File: config.mk
export PLATFORM = sky130hd
export DESIGN_NAME = tx_pkt_arbiter
export DESIGN_NICKNAME = d
export VERILOG_FILES = /design/src/rtl/tx_arb_pkg.sv /design/src/rtl/tx_arb_rr_pick.sv /design/src/rtl/tx_arb_src_mux.sv /design/src/rtl/tx_pkt_arbiter.sv
export SDC_FILE = /design/constraint.sdc
export NUM_CORES = 1
export LEC_CHECK = 0
export ABC_AREA = 1
export BUFFER_PORTS_ARGS = -buffer_cell sky130_fd_sc_hd__buf_2
export CORE_AREA = 2 2 84 86
export DETAILED_ROUTE_END_ITERATION = 12
export DIE_AREA = 0 0 86 88
export PLACE_DENSITY = 0.73
export SLEW_MARGIN = 20
export SYNTH_ARGS = -nofsm -noshare
export SYNTH_HDL_FRONTEND = slang
export SYNTH_HIERARCHICAL = 1
export SYNTH_SLANG_ARGS = --single-unit
File: constraint.sdc
create_clock -name clk -period 2.2 [get_ports clk]
set_input_delay 0.44 -clock clk [delete_from_list [all_inputs] [get_ports clk]]
set_output_delay 0.44 -clock clk [all_outputs]
set_load 0.03 [all_outputs]
File: src/rtl/tx_arb_pkg.sv
package tx_arb_pkg;
    localparam int BYTE_W = 8;

    typedef enum logic [1:0] {
        K_IDLE = 2'b00,
        K_SOP  = 2'b01,
        K_DATA = 2'b10,
        K_EOP  = 2'b11
    } kind_e;

    typedef enum logic [1:0] {
        ST_IDLE = 2'd0,
        ST_SOP  = 2'd1,
        ST_BODY = 2'd2,
        ST_EOP  = 2'd3
    } state_e;

    typedef enum logic [1:0] {
        SRC_LINK = 2'd0,
        SRC_MGMT = 2'd1,
        SRC_DATA = 2'd2
    } src_e;
endpackage

File: src/rtl/tx_arb_rr_pick.sv
module tx_arb_rr_pick #(
    parameter int N  = 4,
    parameter int IW = 2
) (
    input  logic [N-1:0]  req,
    input  logic [IW-1:0] ptr,
    output logic          any,
    output logic [IW-1:0] idx
);
    always_comb begin
        any = 1'b0;
        idx = '0;
        for (int i = 0; i < N; i++) begin
            int c;
            c = int'(ptr) + i;
            if (c >= N) c = c - N;
            if (!any && req[c]) begin
                any = 1'b1;
                idx = IW'(c);
            end
        end
    end
endmodule

File: src/rtl/tx_arb_src_mux.sv
module tx_arb_src_mux
    import tx_arb_pkg::*;
#(
    parameter int N  = 4,
    parameter int IW = 2
) (
    input  src_e                 sel_src,
    input  logic [IW-1:0]        sel_lane,
    input  logic                 go,
    input  logic [BYTE_W-1:0]    link_byte,
    input  logic [BYTE_W-1:0]    mgmt_byte,
    input  logic [N*BYTE_W-1:0]  data_byte,
    output logic [BYTE_W-1:0]    cur_byte,
    output logic                 link_pop,
    output logic                 mgmt_pop,
    output logic [N-1:0]         data_pop
);
    always_comb begin
        case (sel_src)
            SRC_LINK: cur_byte = link_byte;
            SRC_MGMT: cur_byte = mgmt_byte;
            default:  cur_byte = data_byte[int'(sel_lane)*BYTE_W +: BYTE_W];
        endcase
        link_pop = go && (sel_src == SRC_LINK);
        mgmt_pop = go && (sel_src == SRC_MGMT);
        data_pop = '0;
        if (go && sel_src == SRC_DATA) data_pop[sel_lane] = 1'b1;
    end
endmodule

File: src/rtl/tx_pkt_arbiter.sv
module tx_pkt_arbiter
    import tx_arb_pkg::*;
#(
    parameter int N_DATA   = 4,
    parameter int LEN_W    = 11,
    parameter int LINK_LEN = 6
) (
    input  logic                     clk,
    input  logic                     rst_n,
    input  logic                     link_rdy,
    input  logic [7:0]               link_byte,
    output logic                     link_pop,
    input  logic                     mgmt_rdy,
    input  logic [7:0]               mgmt_byte,
    output logic                     mgmt_pop,
    input  logic [N_DATA-1:0]        data_rdy,
    input  logic [N_DATA*8-1:0]      data_byte,
    output logic [N_DATA-1:0]        data_pop,
    input  logic                     out_rdy,
    output logic [1:0]               out_kind,
    output logic [7:0]               out_byte
);
    localparam int IW   = (N_DATA > 1) ? $clog2(N_DATA) : 1;
    localparam int CW   = LEN_W + 2;
    localparam int HI_W = LEN_W - BYTE_W;

    typedef struct packed {
        state_e            st;
        src_e              src;
        logic [IW-1:0]     lane;
        logic [IW-1:0]     ptr;
        logic [CW-1:0]     cnt;
        logic [LEN_W-1:0]  len;
    } regs_t;

    regs_t r_q, r_d;

    logic              pick_any;
    logic [IW-1:0]     pick_idx;
    logic [BYTE_W-1:0] cur_byte;
    logic              go;
    logic [LEN_W-1:0]  eff_len;
    logic [CW-1:0]     lim;
    logic              end_now;

    tx_arb_rr_pick #(.N(N_DATA), .IW(IW)) u_pick (
        .req (data_rdy),
        .ptr (r_q.ptr),
        .any (pick_any),
        .idx (pick_idx)
    );

    assign go = (r_q.st == ST_BODY) && out_rdy;

    tx_arb_src_mux #(.N(N_DATA), .IW(IW)) u_mux (
        .sel_src   (r_q.src),
        .sel_lane  (r_q.lane),
        .go        (go),
        .link_byte (link_byte),
        .mgmt_byte (mgmt_byte),
        .data_byte (data_byte),
        .cur_byte  (cur_byte),
        .link_pop  (link_pop),
        .mgmt_pop  (mgmt_pop),
        .data_pop  (data_pop)
    );

    // Length becomes complete while header byte 3 is on the output.
    always_comb begin
        eff_len = r_q.len;
        if (r_q.cnt == CW'(3)) eff_len = {r_q.len[LEN_W-1:BYTE_W], cur_byte};
        lim = {eff_len, 2'b00};
        if (r_q.src == SRC_LINK)
            end_now = (r_q.cnt == CW'(LINK_LEN - 1));
        else
            end_now = (r_q.cnt >= CW'(3)) && ((r_q.cnt + CW'(1)) == lim);
    end

    always_comb begin
        r_d = r_q;
        case (r_q.st)
            ST_IDLE: begin
                if (link_rdy) begin
                    r_d.src = SRC_LINK;
                    r_d.st  = ST_SOP;
                end else if (mgmt_rdy) begin
                    r_d.src = SRC_MGMT;
                    r_d.st  = ST_SOP;
                end else if (pick_any) begin
                    r_d.src  = SRC_DATA;
                    r_d.lane = pick_idx;
                    r_d.st   = ST_SOP;
                end
            end
            ST_SOP: begin
                if (out_rdy) begin
                    r_d.st  = ST_BODY;
                    r_d.cnt = '0;
                    r_d.len = '0;
                end
            end
            ST_BODY: begin
                if (out_rdy) begin
                    r_d.cnt = r_q.cnt + CW'(1);
                    if (r_q.cnt == CW'(2))
                        r_d.len[LEN_W-1:BYTE_W] = cur_byte[HI_W-1:0];
                    if (r_q.cnt == CW'(3))
                        r_d.len[BYTE_W-1:0] = cur_byte;
                    if (end_now) r_d.st = ST_EOP;
                end
            end
            default: begin
                if (out_rdy) begin
                    r_d.st = ST_IDLE;
                    if (r_q.src == SRC_DATA)
                        r_d.ptr = (r_q.lane == IW'(N_DATA - 1)) ? '0 : r_q.lane + IW'(1);
                end
            end
        endcase
    end

    always_ff @(posedge clk) begin
        if (!rst_n) r_q <= '0;
        else        r_q <= r_d;
    end

    always_comb begin
        case (r_q.st)
            ST_SOP:  out_kind = K_SOP;
            ST_BODY: out_kind = K_DATA;
            ST_EOP:  out_kind = K_EOP;
            default: out_kind = K_IDLE;
        endcase
        out_byte = (r_q.st == ST_BODY) ? cur_byte : '0;
    end
endmodule

==> results of run 1 <==
## cell usage after synthesis
library cell | count | area share
nand2_1 | 213 | 0.25
inv_1 | 72 | 0.083
nand3_1 | 52 | 0.080
a21oi_1 | 32 | 0.049
dfxtp_1 | 32 | 0.20
nor2_1 | 32 | 0.037
nand2_2 | 24 | 0.046
o21ai_0 | 19 | 0.029
buf_4 | 9 | 0.021
ha_1 | 9 | 0.035
nor3_1 | 8 | 0.012
buf_6 | 7 | 0.024
inv_2 | 6 | 0.0069
nand3b_1 | 6 | 0.014
nand4_1 | 6 | 0.012
nor2_2 | 6 | 0.012
clkbuf_1 | 4 | 0.0046
nand2_4 | 4 | 0.014
nand3_2 | 4 | 0.012
nor2_4 | 4 | 0.014
xor2_1 | 3 | 0.0081
buf_2 | 2 | 0.0031
o22ai_1 | 2 | 0.0038
a21oi_4 | 1 | 0.0050
a31o_2 | 1 | 0.0027
and3_1 | 1 | 0.0019
buf_12 | 1 | 0.0061
clkinv_1 | 1 | 0.0012
dlymetal6s2s_1 | 1 | 0.0038
inv_8 | 1 | 0.0035
o211a_1 | 1 | 0.0031
o21ai_1 | 1 | 0.0015
or2_2 | 1 | 0.0019
xnor2_1 | 1 | 0.0027
xor2_2 | 1 | 0.0050
## cell type report
class / count / area (µm²)
fill: 657 / 2820
tap: 80 / 100
sequential: 32 / 652
inverter: 80 / 312
timing repair buffer: 87 / 518
clock buffer: 7 / 96.3
multi-input combinational: 432 / 2150
## per-stage QoR
stage / utilization / setup TNS, ns
3_3_place_gp: 0.544 / 0
2_1_floorplan: - / -0.0479
3_5_place_dp: 0.544 / 0
5_1_grt: 0.576 / -0.00640
4_1_cts: 0.561 / 0
6_report: 0.576 / 0
## where the power goes
part	switching, mW	internal [mW]	total [mW]
clock	0.221	0.279	0.499
sequential	0.101	0.683	0.784
combinational	0.902	0.498	1.40
## cells in the final DEF (no fill, tap or decap), types with 2 or more instances in the layout
cell type | synthesis | layout
nand3_2 | 4 | 5
nand2_2 | 24 | 26
nand3b_1 | 6 | 6
dfxtp_1 | 32 | 25
dfxtp_2 | 0 | 6
nor2_4 | 4 | 4
nand2_1 | 213 | 210
nor2_2 | 6 | 7
a21oi_1 | 32 | 32
nor3_2 | 0 | 2
nand3_1 | 52 | 51
inv_1 | 72 | 71
buf_2 | 2 | 66
ha_1 | 9 | 7
o22ai_1 | 2 | 2
xor2_1 | 3 | 3
o21ai_0 | 19 | 19
inv_2 | 6 | 7
nand4_1 | 6 | 6
nor2_1 | 32 | 31
nor3_1 | 8 | 6
buf_4 | 9 | 18
clkbuf_8 | 0 | 7
nand2_4 | 4 | 5
## metal layers
layer / vias to the layer above / part of all wire / track usage / wire length (µm)
li1: 1895 / - / - / -
met1: 1668 / 0.44 / 0.270 / 3800
met3: 8 / 0.048 / 0.0386 / 416
met5: - / 0 / 0 / 0
met4: 0 / 0.011 / 0.0678 / 95
met2: 93 / 0.50 / 0.422 / 4280
## worst max-delay path by stage
stage,to,slack [ns],depth (start not counted)
detailed placement,r_q[31]$_SDFFE_PN0P_,0.15,16
global placement,r_q[31]$_SDFFE_PN0P_,0.24,17
CTS,data_pop[3],0.04,7
global route,r_q[31]$_SDFFE_PN0P_,-0.006,16
finish,out_byte[1],0.1,11
floorplan,data_pop[0],-0.01,6
## critical path, delay by kind of cell, from the launching register on
family,cells,cell delay [ns]
DFF,1,0.35
and+or+nand+nor,7,0.49
buffers and inverters,4,0.53
## cells by family (layout without fill, tap and decap cells)
kind of cell    Yosys count  in the layout  share of synthesized area
buf+inv                 104            174                      0.157
compound gates           57             57                     0.0945
simple gates            361            361                      0.501
fa+ha+maj                 9              9                     0.0346
xor+xnor                  5              5                     0.0158
flops                    32             32                      0.197
## timing repair
item,in CTS,in global routing
gates resized for setup,6,22
pin swaps,0,1
hold buffers,0,0
endpoints found under the setup margin,5,9
cloned,0,1
hold endpoints to repair,0,0
setup buffers,0,2
==> summary.txt, run 1 <==
Outcome
  • Status: complete, no violations

Critical path
  • Most frequent CP cell: nand2_1
  • Internal reg-to-reg setup slack: 0.24 ns
  • Crit path max fanout: 18
  • CP Launch Type: flop
  • Number of cells on the worst reg-to-reg path: 20
  • Worst-path cell chain: buf_12, inv_8, nand2_1, nand2_1, nand2_1, nand2_1, nand2_1, nand2_1, nand2_1, inv_1, buf_2
  • Crit path largest cell delay: 0.35 ns
  • Worst Path Arrival: 1.66 ns
  • Slowest-stage cell, CP: dfxtp_2
  • FF-to-FF End: r_q[31]$_SDFFE_PN0P_
  • Worst reg2reg startpoint: r_q[26]$_SDFFE_PN0P_
  • Critical Path RT: 1.76 ns
  • Crit end category: primary output
  • CP startpoint: r_q[26]$_SDFFE_PN0P_
  • WS Path Type: reg -> out

Pwr
  • Pwr Total: 2.68 mW
  • P_leak: 2.04 nW
  • Peak supply drop: 0.810 mV
  • Pwr dens: 701 nW/µm²

Die
  • Die W: 86 µm
  • Die height: 88 µm
  • Ports: 73
  • Core area: 6640 µm²
  • Initial core utilization: 0.490
  • Site row count: 30
  • Die area: 7570 µm²

Global routing
  • Pin count of the biggest net entering global routing: 23
  • Total GRT Usage: 0.228
  • Antenna violations before repair: 0
  • Number of global-route vias before repair: 3,317
  • Overflow after GRT: 0
  • First-pass GRT wire length: 14.2 mm

CTS
  • TritonCTS Buffers: 5
  • CTS H-tree lvls: 2
  • CTS Buffer Depth: 2
  • Clock Pin Slew Worst Setup and Hold Paths: 0.07 ns
  • CTS root buffer: clkbuf_8
  • CTS tree: yes
  • Clock Sinks: 32
  • Worst skew pair latency: 0.29 ns

Route
  • Post-detailed-route via-to-cell ratio: 5.10
  • ANT nets after route: 0
  • Via count: 3,664
  • Avg WL per Cell: 12.0 µm
  • DRT Pass-1 Iters: 5
  • Drt total wl: 8.59 mm
  • DRC Markers: 0
  • Drt first-iter violations: 165

Cells and area
  • Top reg by flops: r_q
  • Design area: 3830 µm²
  • Max FFs per register: 32
  • Area growth syn-to-layout: 17.5%
  • Nets: 704
  • Share of layout cells above drive strength 1: 0.259
  • Non-Filler Instances: 718
  • Biggest regs: r_q: 32 flops
  • Antenna diodes: 0

Placed design
  • PortBufs: 72
  • DP Area: 3620 µm²
  • Gpl congestion: 0.895
  • Post-DP HPWL: 6.61 mm
  • # placed instances: 708
  • Pre-CTS setup slack: 0.150 ns

STA
  • Slew HR: 0.626
  • Hold Vio Cnt, Final: 0
  • PnR worst setup slack: 0.0979 ns
  • Achievable frequency: 476 MHz
  • Final setup fails: 0
  • Final Cycle Share: 0.955
  • Fin Hold WS: 0.459 ns
  • Tmin final: 2.10 ns
  • Max Clock Skew: 0.00697 ns
  • RSZ-0062 raised after global routing: true
  • Slew @ Worst Pin: 0.560 ns
  • Max-slew violations: 0

Min path
  • Hold Crit Start: mgmt_rdy
  • Hold Path End: r_q[28]$_SDFFE_PN0P_
  • Hold Crit Depth: 3
  • Worst min path class: in -> reg

Synthesis
  • Post-Syn Nets: 634
  • Flops & latches, synth: 32
  • Mapped cell area: 3260 µm²
  • Sequential area share after synthesis: 0.197
  • Yosys warns: 6
  • Number of unique standard cell types used by synthesis: 35
  • Post-synthesis area per instance: 5.73 µm²
  • Cells after Synth: 568

Run
  • Max Cap Viol: 0
(Power assumes the default switching activity.)
==> run 2, diff against run 1 <==
--- a/config.mk
+++ b/config.mk
@@ -7,12 +7,12 @@
 export LEC_CHECK = 0
 export ABC_AREA = 1
 export BUFFER_PORTS_ARGS = -buffer_cell sky130_fd_sc_hd__buf_2
-export CORE_AREA = 2 2 84 86
+export CORE_AREA = 2 2 79 81
 export DETAILED_ROUTE_END_ITERATION = 12
-export DIE_AREA = 0 0 86 88
-export PLACE_DENSITY = 0.73
+export DIE_AREA = 0 0 81 83
+export HOLD_SLACK_MARGIN = 0.15
+export PLACE_DENSITY = 0.74
 export SLEW_MARGIN = 20
 export SYNTH_ARGS = -nofsm -noshare
 export SYNTH_HDL_FRONTEND = slang
-export SYNTH_HIERARCHICAL = 1
 export SYNTH_SLANG_ARGS = --single-unit
==> constraint.sdc (replaced) <==
create_clock -name clk -period 2.2 [get_ports clk]
set_input_delay 0.44 -clock clk [delete_from_list [all_inputs] [get_ports clk]]
set_output_delay 0.44 -clock clk [all_outputs]
set_load 0.005 [all_outputs]
==> run 2 against run 1 <==
Net effect:
- routed wire length down 8.1%
- final cell count down 9.3%
- sequential share of layout area is 1.8 points higher
- via count fell by 9.6%
- cell area shrank 10%
- worst hold slack lost 0.041 ns
- sequential power is 8.9% lower
- combinational power down 25%
- first-iteration DRC count grew 22%
- critical path type unchanged
- largest cell class unchanged
- highest routed layer unchanged
==> summary.txt, run 2 <==
Placed design
  • Gpl congestion: 0.869 (-3.0%)
  • # placed instances: 638 (-9.9%)
  • PortBufs: 72 (unchanged)
  • DP Area: 3250 µm² (-10%)
  • Post-DP HPWL: 6.04 mm (-8.6%)

Die
  • Ports: 73 (unchanged)
  • Site row count: 28 (-6.7%)
  • Core area: 5820 µm² (-12%)
  • Die height: 83 µm (-5.7%)
  • Die area: 6720 µm² (-11%)
  • Die W: 81 µm (-5.8%)
  • Initial core utilization: 0.491 (+0.000541)

Synthesis
  • Largest cells by area after synthesis: dfxtp_1 22%, nand2_1 22%, nand3_1 9.1%
  • Yosys warns: 0 (-6)
  • Ys async rst share: 0 (unchanged)
  • Top-count cell post-synth: nand2_1
  • Sequential area share after synthesis: 0.224 (+0.0278)
  • Post-synthesis area per instance: 5.67 µm² (-1.0%)
  • Most common library cells after synthesis: 167 x nand2_1, 68 x nor2_1, 53 x inv_1
  • Number of unique standard cell types used by synthesis: 36 (+2.9%)
  • Mapped cell area: 2850 µm² (-12%)
  • Number of synthesized flops with an enable pin: 0 (unchanged)
  • Top cell type's share of synthesized area: 0.224 (-0.0210)
  • Dominant synthesized flop cell: dfxtp_1
  • Post-Syn Nets: 572 (-9.8%)
  • Cells after Synth: 503 (-11%)
  • Flops & latches, synth: 32 (unchanged)
  • Leading area contributor after synthesis: dfxtp_1

Route
  • Post-detailed-route via-to-cell ratio: 5.09 (-0.27%)
  • Drt first-iter violations: 202 (+22%)
  • Drt total wl: 7.90 mm (-8.1%)
  • Avg WL per Cell: 12.1 µm (+1.3%)
  • Via count: 3,313 (-9.6%)
  • ANT nets after route: 0 (unchanged)
  • DRC Markers: 0 (unchanged)
  • DRT Pass-1 Iters: 5 (unchanged)

Critical path
  • Number of cells on the worst reg-to-reg path: 14 (-30%)
  • Internal reg-to-reg setup slack: 0.22 ns (-0.02 ns)
  • Crit path max fanout: 21 (+3)
  • Worst reg2reg startpoint: r_q[12]$_SDFFE_PN0P_
  • CP Launch Type: flop
  • Crit end category: primary output
  • CP Capture Point: out_byte[2]
  • Worst Path Arrival: 1.65 ns (about the same)
  • WS Path Type: reg -> out
  • Critical Path RT: 1.76 ns (about the same)
  • FF-to-FF End: r_q[31]$_SDFFE_PN0P_
  • CP startpoint: r_q[26]$_SDFFE_PN0P_

CTS
  • Hold buffer count at CTS: 0 (unchanged)
  • Worst skew pair latency: 0.29 ns (about the same)
  • Clock Sinks: 32 (unchanged)
  • CTS tree: yes
  • CTS H-tree lvls: 2 (unchanged)
  • CTS Buffer Depth: 2 (unchanged)
  • Clock Pin Slew Worst Setup and Hold Paths: 0.08 ns (about the same)
  • TritonCTS Buffers: 5 (unchanged)
  • CTS root buffer: clkbuf_8

Cells and area
  • Filler cells: 595 (-9.4%)
  • Share of layout cells above drive strength 1: 0.220 (-0.0381)
  • Commonest non-fill, non-tap cell in the layout: nand2_1
  • Biggest regs: r_q: 32 flops
  • Top reg by flops: r_q
  • Area growth syn-to-layout: 20.5%
  • Antenna diodes: 0 (unchanged)
  • Most frequent cells in the layout: 165 x nand2_1, 72 x buf_2, 66 x nor2_1, 52 x nand3_1, 52 x inv_1
  • Design area: 3440 µm² (-10%)
  • Non-Filler Instances: 651 (-9.3%)
  • Max FFs per register: 32 (unchanged)
  • Nets: 644 (-8.5%)

STA
  • Max-slew violations: 0 (unchanged)
  • Final Cycle Share: 0.950 (-0.00563)
  • Final setup fails: 0 (unchanged)
  • Tmin final: 2.09 ns (-0.0124 ns)
  • Achievable frequency: 479 MHz (+0.59%)
  • Max Clock Skew: 0.00713 ns (+0.000168 ns)
  • RSZ-0062 raised after global routing: false
  • Hold Vio Cnt, Final: 0 (unchanged)
  • Slew @ Worst Pin: 0.510 ns (-0.0502 ns)
  • Slew HR: 0.659 (+0.0334)
  • Setup Total Neg Slack: 0 ns (unchanged)

Global routing
  • Total GRT Usage: 0.234 (+0.00593)
  • Pin count of the biggest net entering global routing: 29 (+26%)
  • Antenna violations before repair: 0 (unchanged)
  • First-pass GRT wire length: 12.9 mm (-9.4%)
  • Overflow after GRT: 0 (unchanged)
  • Number of global-route vias before repair: 3,044 (-8.2%)

Min path
  • Worst min path class: in -> reg

Pwr
  • Pwr dens: 657 nW/µm² (-6.3%)
  • P_leak: 1.71 nW (-16%)
  • Pwr Total: 2.26 mW (-16%)
  • Peak supply drop: 0.594 mV (-27%)

Run
  • Max Cap Viol: 0 (unchanged)

Outcome
  • Status: complete, no violations
==> run 2: changes by cell type after synthesis, sizes merged, moves of 3 or more <==
cell    previous run  this run
a211oi             0         6
a21oi             33        30
buf               19        15
ha                 9        12
inv               79        61
nand2            241       169
nand3             56        52
nand3b             6         2
nor2              42        75
o21ai             20        14
==> run 2: cell families after synthesis <==
group / Yosys count / synth area share
compound gates: 55 / 0.108
xor+xnor: 4 / 0.0149
fa+ha+maj: 12 / 0.0526
buf+inv: 83 / 0.125
flops: 32 / 0.224
mux: 1 / 0.00351
simple gates: 316 / 0.472
==> run 2: cell type report <==
| cell class | instances | area (µm²) | area share |
|---|---|---|---|
| tap | 75 | 93.8 | 0.0273 |
| clock inverter | 1 | 7.51 | 0.00218 |
| timing repair inverter | 2 | 12.5 | 0.00364 |
| inverter | 63 | 246 | 0.0717 |
| clock buffer | 7 | 86.3 | 0.0251 |
| sequential | 32 | 647 | 0.188 |
| multi-input combinational | 389 | 1900 | 0.553 |
| timing repair buffer | 82 | 443 | 0.129 |
==> run 2: per-stage QoR <==
stage	hold WS [ns]	worst slack [ns]	utilization
after floorplan	0.440	0.389	-
after global placement	0.455	0.232	0.559
after detailed placement	0.460	0.178	0.559
after CTS	0.412	0.00387	0.576
after global routing	0.411	0.00393	0.591
final	0.419	0.110	0.591
==> run 2: worst min path at each step <==
stage	startpoint	endpoint	slack [ns]	cells past startpoint
floorplan	r_q[6]$_SDFFE_PN0P_	r_q[6]$_SDFFE_PN0P_	0.44	2
finish	rst_n	r_q[31]$_SDFFE_PN0P_	0.42	3
global placement	r_q[1]$_SDFFE_PN0P_	r_q[1]$_SDFFE_PN0P_	0.46	2
CTS	rst_n	r_q[31]$_SDFFE_PN0P_	0.41	3
detailed placement	r_q[1]$_SDFFE_PN0P_	r_q[1]$_SDFFE_PN0P_	0.46	2
global route	rst_n	r_q[31]$_SDFFE_PN0P_	0.41	3
==> run 2: what timing repair did <==
action,in CTS,in global routing
cloned,0,3
buffers inserted,0,2
pin swaps,0,1
setup endpoints to repair,2,15
resized for setup,1,19
endpoints found under the hold margin,0,0
==> run 2: routing by layer <==
| layer | wire, µm | up-vias | GRT usage |
|---|---|---|---|
| met3 | 422 | 18 | 0.0424 |
| met1 | 3550 | 1478 | 0.293 |
| met5 | 0 | - | 0 |
| met2 | 3750 | 89 | 0.400 |
| li1 | - | 1728 | - |
| met4 | 173 | 0 | 0.0770 |
==> run 2: report_power, final <==
| part | internal [mW] | switching (mW) | total [mW] |
|---|---|---|---|
| sequential | 0.648 | 0.0664 | 0.714 |
| combinational | 0.385 | 0.661 | 1.05 |
| clock | 0.255 | 0.243 | 0.497 |
| total | 1.29 | 0.971 | 2.26 |
==> run 2: critical path, stage by stage (launching register included) <==
cell and delay [ns]:
dfxtp_2 0.44, buf_8 0.20, nand2_1 0.07, nand3_1 0.08
nand2_1 0.05, nand2_1 0.07, nand2_1 0.11, nor2_2 0.18
buf_2 0.15
